<file path="config.mk">
export PLATFORM = sky130hd
export DESIGN_NAME = adc_wake_ctl
export DESIGN_NICKNAME = d
export VERILOG_FILES = /design/src/rtl/adc_wake_pkg.sv /design/src/rtl/adc_frame_edge.sv /design/src/rtl/adc_init_seq.sv /design/src/rtl/adc_ovf_pipe.sv /design/src/rtl/adc_wake_ctl.sv
export SDC_FILE = /design/constraint.sdc
export NUM_CORES = 1
export LEC_CHECK = 0
export BUFFER_PORTS_ARGS = -buffer_cell sky130_fd_sc_hd__buf_2
export CAP_MARGIN = 20
export CORE_ASPECT_RATIO = 1.4
export CORE_MARGIN = 2
export CORE_UTILIZATION = 55
export DETAILED_ROUTE_END_ITERATION = 8
export GPL_ROUTABILITY_DRIVEN = 0
export PLACE_DENSITY = 0.92
export SLEW_MARGIN = 25
export SYNTH_ARGS = -nofsm -noshare
export SYNTH_HDL_FRONTEND = slang
export SYNTH_SLANG_ARGS = --single-unit
</file>
<file path="constraint.sdc">
create_clock -name clk_i -period 3.8 [get_ports clk_i]
set_input_delay 0.76 -clock clk_i [delete_from_list [all_inputs] [get_ports clk_i]]
set_output_delay 0.76 -clock clk_i [all_outputs]
set_load 0.1 [all_outputs]
</file>
<file path="src/rtl/adc_wake_pkg.sv">
package adc_wake_pkg;
  localparam int unsigned NUM_CH = 2;

  typedef struct packed {
    logic slave;
    logic hpf;
  } wake_cfg_t;
endpackage

</file>
<file path="src/rtl/adc_frame_edge.sv">
module adc_frame_edge (
  input  logic clk_i,
  input  logic rst_ni,
  input  logic fclk_i,
  input  logic fall_sel_i,
  input  logic en_i,
  output logic stb_o
);
  logic fclk_q;

  always_ff @(posedge clk_i or negedge rst_ni) begin
    if (!rst_ni) fclk_q <= 1'b0;
    else         fclk_q <= fclk_i;
  end

  assign stb_o = en_i & (fall_sel_i ? (fclk_q & ~fclk_i) : (fclk_i & ~fclk_q));
endmodule

</file>
<file path="src/rtl/adc_init_seq.sv">
module adc_init_seq #(
  parameter int unsigned MASTER_LEN = 516,
  parameter int unsigned SLAVE_LEN  = 517,
  parameter int unsigned MASK_LEN   = 516,
  parameter int unsigned SAT        = 518,
  parameter int unsigned CNT_W      = 10
) (
  input  logic             clk_i,
  input  logic             rst_ni,
  input  logic             clr_i,
  input  logic             stb_i,
  input  logic             slave_i,
  output logic [CNT_W-1:0] cnt_o,
  output logic [CNT_W-1:0] blank_len_o,
  output logic             data_en_o,
  output logic             det_en_o
);
  localparam logic [CNT_W-1:0] SAT_C    = CNT_W'(SAT);
  localparam logic [CNT_W-1:0] MASTER_C = CNT_W'(MASTER_LEN);
  localparam logic [CNT_W-1:0] SLAVE_C  = CNT_W'(SLAVE_LEN);
  localparam logic [CNT_W-1:0] MASK_C   = CNT_W'(MASK_LEN);

  // saturates one past the longest window so every compare stays valid
  always_ff @(posedge clk_i or negedge rst_ni) begin
    if (!rst_ni)                     cnt_o <= '0;
    else if (clr_i)                  cnt_o <= '0;
    else if (stb_i && cnt_o != SAT_C) cnt_o <= cnt_o + 1'b1;
  end

  assign blank_len_o = slave_i ? SLAVE_C : MASTER_C;
  assign data_en_o   = cnt_o >= blank_len_o;
  assign det_en_o    = cnt_o >= MASK_C;
endmodule

</file>
<file path="src/rtl/adc_ovf_pipe.sv">
module adc_ovf_pipe #(
  parameter int unsigned DELAY = 13
) (
  input  logic clk_i,
  input  logic rst_ni,
  input  logic clr_i,
  input  logic stb_i,
  input  logic det_i,
  output logic ovf_o
);
  logic [DELAY:0] stg;

  for (genvar i = 0; i <= DELAY; i++) begin : g_stg
    if (i == 0) begin : g_head
      always_ff @(posedge clk_i or negedge rst_ni) begin
        if (!rst_ni)    stg[0] <= 1'b0;
        else if (clr_i) stg[0] <= 1'b0;
        else if (stb_i) stg[0] <= det_i;
      end
    end else begin : g_tail
      always_ff @(posedge clk_i or negedge rst_ni) begin
        if (!rst_ni)    stg[i] <= 1'b0;
        else if (clr_i) stg[i] <= 1'b0;
        else if (stb_i) stg[i] <= stg[i-1];
      end
    end
  end

  assign ovf_o = stg[DELAY];
endmodule

</file>
<file path="src/rtl/adc_wake_ctl.sv">
module adc_wake_ctl #(
  parameter int unsigned WIDTH      = 24,
  parameter int unsigned MASTER_LEN = 516,
  parameter int unsigned SLAVE_LEN  = 517,
  parameter int unsigned MASK_LEN   = 516,
  parameter int unsigned OVF_DELAY  = 13,
  parameter int unsigned OVF_LIMIT  = 8103800
) (
  input  logic             clk_i,
  input  logic             rst_ni,
  input  logic             pd_ni,
  input  logic             fclk_i,
  input  logic             fall_sel_i,
  input  logic             master_i,
  input  logic             hpf_req_i,
  input  logic [WIDTH-1:0] left_i,
  input  logic [WIDTH-1:0] right_i,
  output logic [WIDTH-1:0] left_o,
  output logic [WIDTH-1:0] right_o,
  output logic             ovf_o,
  output logic             hpf_en_o
);
  import adc_wake_pkg::*;

  localparam int unsigned LONG_MS = (MASTER_LEN > SLAVE_LEN) ? MASTER_LEN : SLAVE_LEN;
  localparam int unsigned LONGEST = (LONG_MS > MASK_LEN) ? LONG_MS : MASK_LEN;
  localparam int unsigned SAT     = LONGEST + 1;
  localparam int unsigned CNT_W   = $clog2(SAT + 1);
  localparam logic signed [WIDTH-1:0] LIM_P = WIDTH'(OVF_LIMIT);
  localparam logic signed [WIDTH-1:0] LIM_N = -LIM_P;

  wake_cfg_t        cfg_q;
  logic             frame_stb;
  logic [CNT_W-1:0] init_cnt;
  logic [CNT_W-1:0] blank_len;
  logic             data_en;
  logic             det_en;
  logic             ovf_raw;
  logic [NUM_CH-1:0] ch_over;
  logic [WIDTH-1:0] samp [NUM_CH];
  logic [WIDTH-1:0] samp_q [NUM_CH];

  // configuration taken in only during power-down
  always_ff @(posedge clk_i or negedge rst_ni) begin
    if (!rst_ni)     cfg_q <= '0;
    else if (!pd_ni) cfg_q <= '{slave: ~master_i, hpf: hpf_req_i};
  end

  adc_frame_edge u_edge (
    .clk_i      (clk_i),
    .rst_ni     (rst_ni),
    .fclk_i     (fclk_i),
    .fall_sel_i (fall_sel_i),
    .en_i       (pd_ni),
    .stb_o      (frame_stb)
  );

  adc_init_seq #(
    .MASTER_LEN (MASTER_LEN),
    .SLAVE_LEN  (SLAVE_LEN),
    .MASK_LEN   (MASK_LEN),
    .SAT        (SAT),
    .CNT_W      (CNT_W)
  ) u_seq (
    .clk_i       (clk_i),
    .rst_ni      (rst_ni),
    .clr_i       (~pd_ni),
    .stb_i       (frame_stb),
    .slave_i     (cfg_q.slave),
    .cnt_o       (init_cnt),
    .blank_len_o (blank_len),
    .data_en_o   (data_en),
    .det_en_o    (det_en)
  );

  assign samp[0] = left_i;
  assign samp[1] = right_i;

  for (genvar c = 0; c < NUM_CH; c++) begin : g_ch
    assign ch_over[c] = ($signed(samp[c]) > LIM_P) || ($signed(samp[c]) < LIM_N);

    always_ff @(posedge clk_i or negedge rst_ni) begin
      if (!rst_ni)        samp_q[c] <= '0;
      else if (!pd_ni)    samp_q[c] <= '0;
      else if (frame_stb) samp_q[c] <= data_en ? samp[c] : '0;
    end
  end

  adc_ovf_pipe #(.DELAY(OVF_DELAY)) u_ovf (
    .clk_i  (clk_i),
    .rst_ni (rst_ni),
    .clr_i  (~pd_ni),
    .stb_i  (frame_stb),
    .det_i  (det_en & (|ch_over)),
    .ovf_o  (ovf_raw)
  );

  // gate so outputs drop in the cycle power-down is asserted
  assign left_o   = pd_ni ? samp_q[0] : '0;
  assign right_o  = pd_ni ? samp_q[1] : '0;
  assign ovf_o    = pd_ni & ovf_raw;
  assign hpf_en_o = cfg_q.hpf;
endmodule

</file>
==> qor.txt <==
post-CTS sizing - 0
most frequent cell after synthesis - dfrtp_1
Hold Slack - 0.434 ns
flops & latches, synth - 75
Post-Syn Nets - 411
Core ar. - 6530 µm²
CP max stage delay - 0.64 ns
Seq/Total Area, Yosys - 51.2%
Worst Hold Class - in2async
global routing's busiest layer - met2
internal power - 0.00114 W
final hold violation count - 0
Slew headroom - 42.6%
Critical Path Fanout Max - 61
most frequent cells after synthesis - dfrtp_1 (75), and2_1 (56), a22o_1 (47), nand2_1 (34), clkbuf_1 (19)
Initial Utilization - 56.2%
layout cell share with drive strength beyond 1 - 29.3%
Nets - 509
CP endpoint kind - output port
Setup TNS Final - 0 ns
multi-input logic area - 1680 µm²
post-route clock skew - 0.00955 ns
flop2flop setup slack - 1.78 ns
hold_buf cts - 0
worst path required time - 3.04 ns
CP startpoint kind - input pin
largest net degree at the start of global routing - 76
gr ovfl total - 0
DR WL/cell - 16.4 µm
H-tree depth - 3
part of the power in registers - 52.8%
Root Buffer - clkbuf_8
Vias/cell - 5.84
row count - 35
combinational share of power - 9.0%
RSZ-0062 raised after global routing - false
Overall Power - 0.00153 W
Clock Tree Buf Depth - 2
area leader, netlist - dfrtp_1
vias in the first global route - 3121
met2 usage - 41.6%
Max Slew Vio Count - 0
drt pass-1 iters - 4
DR vias - 3086
clock power share - 38.2%
post-layout min period - 2.92 ns
crit-path most repeated cell - buf_2
fillers - 476
WS Path Type - in2out
top_reg_cell synth - dfrtp_1
Sw Ratio - 25.1%
post-synthesis async set-or-reset flop share - 100%
Critical Path AT - 2.16 ns
ratio of final minimum period to clock period - 76.8%
area delta synth->final - 21.2%
Worst Max-Slew Pin Slew - 0.860 ns
Slowest cell on crit path - buf_2
endpoints failing setup - 0
max-cap violation count - 0
GR met3 Demand/Resource - 4.50%
number of diodes - 0
Mapped Cells - 352
gr usage total - 24.9%
highest attainable clock frequency - 343 MHz
Mapped Avg Cell Area - 10.4 µm²
Die W - 73.0 µm
CTS Buf Count - 9
Routed WL - 8.66 mm
I/O Buffers - 104
Die Y - 101 µm
Storage cell area - 1880 µm²
Ports - 105
# DRC - 0
share of the synthesized area in the top cell type - 51.2%
VDD IR max - 0.000248 V
first-pass GRT wire length - 14.2 mm
Cell Chain, Critical Path - buf_2 > and2_1 > buf_2
pwr/cell area - 344 nW/µm²
initial antenna violation count - 0
warnings from Yosys - 0
status - finished, final reports clean
post-route ant nets - 0
synthesized area - 3660 µm²
clock sinks - 75
Netlist cell types - 42
Area contributors post-synth - dfrtp_1 (51%), a22o_1 (11%), and2_1 (9.6%)
Starting DRT DRC Count - 302
Clock transition at path regs - 0.08 ns
CTS tree - built
Clk Latency, worst-skew pair - 0.34 ns
leakage - 2.22 nW
DPL Wire Length - 5.98 mm
Worst R2R Path Depth - 7
total die area - 7340 µm²
P_sw - 0.000383 W
setup bufs post-CTS - 0
Post-synth EDFFs - 0
GR Util met1 - 31.1%
routing by layer:
layer	routed length, µm	share of wire (%)
met1	3610	42
met2	4540	52
met3	328	3.8
met4	184	2.1
met5	0	0
registers in the layout, indices dropped and copies added, names as in the netlist:
name,count
u_ovf.ovf_o,1
u_seq.cnt_o,10
hpf_en_o,1
samp_q,48
u_ovf.stg,13
cfg_q,1
u_edge.fclk_q,1
stage by stage:
| stage | cells | util, % | worst slack (ns) | area, µm² |
|---|---|---|---|---|
| 6_report | 528 | 68.1 | 0.883 | 4440 |
| 5_1_grt | 528 | 68.1 | 0.790 | 4440 |
| 4_1_cts | 528 | 68.0 | 0.883 | 4440 |
| 3_5_place_dp | 513 | 65.2 | 0.883 | 4260 |
| 3_3_place_gp | 513 | 65.2 | 0.918 | 4260 |
| 2_1_floorplan | 352 | - | 0.786 | 3660 |
worst max-delay path: cells and delay by family:
kind,cells,cell delay (ns)
simple gates,1,0.28
buf+inv,2,1.09
power by group through the flow:
stage               sequential [W]  clock [W]  combinational [W]
finish                    0.000806   0.000583           0.000137
global placement          0.000821          0           0.000133
global route              0.000807   0.000630           0.000152
CTS                       0.000806   0.000590           0.000137
detailed placement        0.000822          0           0.000137
floorplan                 0.000829          0          0.0000521
cells by family (layout without fill, tap and decap cells):
logic type,Yosys count,in the layout,synth area share (%)
adders and majority gates,4,4,1.37
buffers and inverters,31,133,3.21
DFF,75,75,51.2
muxes,2,2,0.580
and+or+nand+nor,138,138,20.5
xor gates and xnor gates,7,7,1.67
AOI/OAI and AO/OA,95,95,21.5
worst paths after layout:
kind | startpoint | end
max in group asynchronous | rst_ni | samp_q[45]
min reg2reg | cfg_q[1] | cfg_q[1]
min in group clk_i | cfg_q[1] | cfg_q[1]
min | rst_ni | samp_q[42]
max | pd_ni | left_o[4]
max reg2reg | u_edge.fclk_q | samp_q[18]
layout by cell type, fill, tap and decap left out, drive strengths merged, types with 3 or more instances in the layout:
| master | count |
|---|---|
| a21boi | 17 |
| a21oi | 4 |
| a22o | 48 |
| and2 | 56 |
| buf | 109 |
| clkbuf | 10 |
| dfrtp | 75 |
| ha | 4 |
| inv | 9 |
| nand2 | 34 |
| nand3 | 10 |
| nand4 | 7 |
| nor2 | 9 |
| nor2b | 3 |
| nor3 | 4 |
| nor4 | 7 |
| o21ai | 11 |
| or3 | 3 |
| xnor2 | 3 |
| xor2 | 4 |
layout make-up:
type,count,area share (%)
Sequential cell,75,42.3
Clock buffer,10,2.87
Clock inverter,5,1.24
Inverter,9,0.761
Timing Repair Buffer,109,13.0
Multi-Input combinational cell,246,37.8
Tap cell,74,2.08
Note: power is estimated with default switching activity, not from simulation.
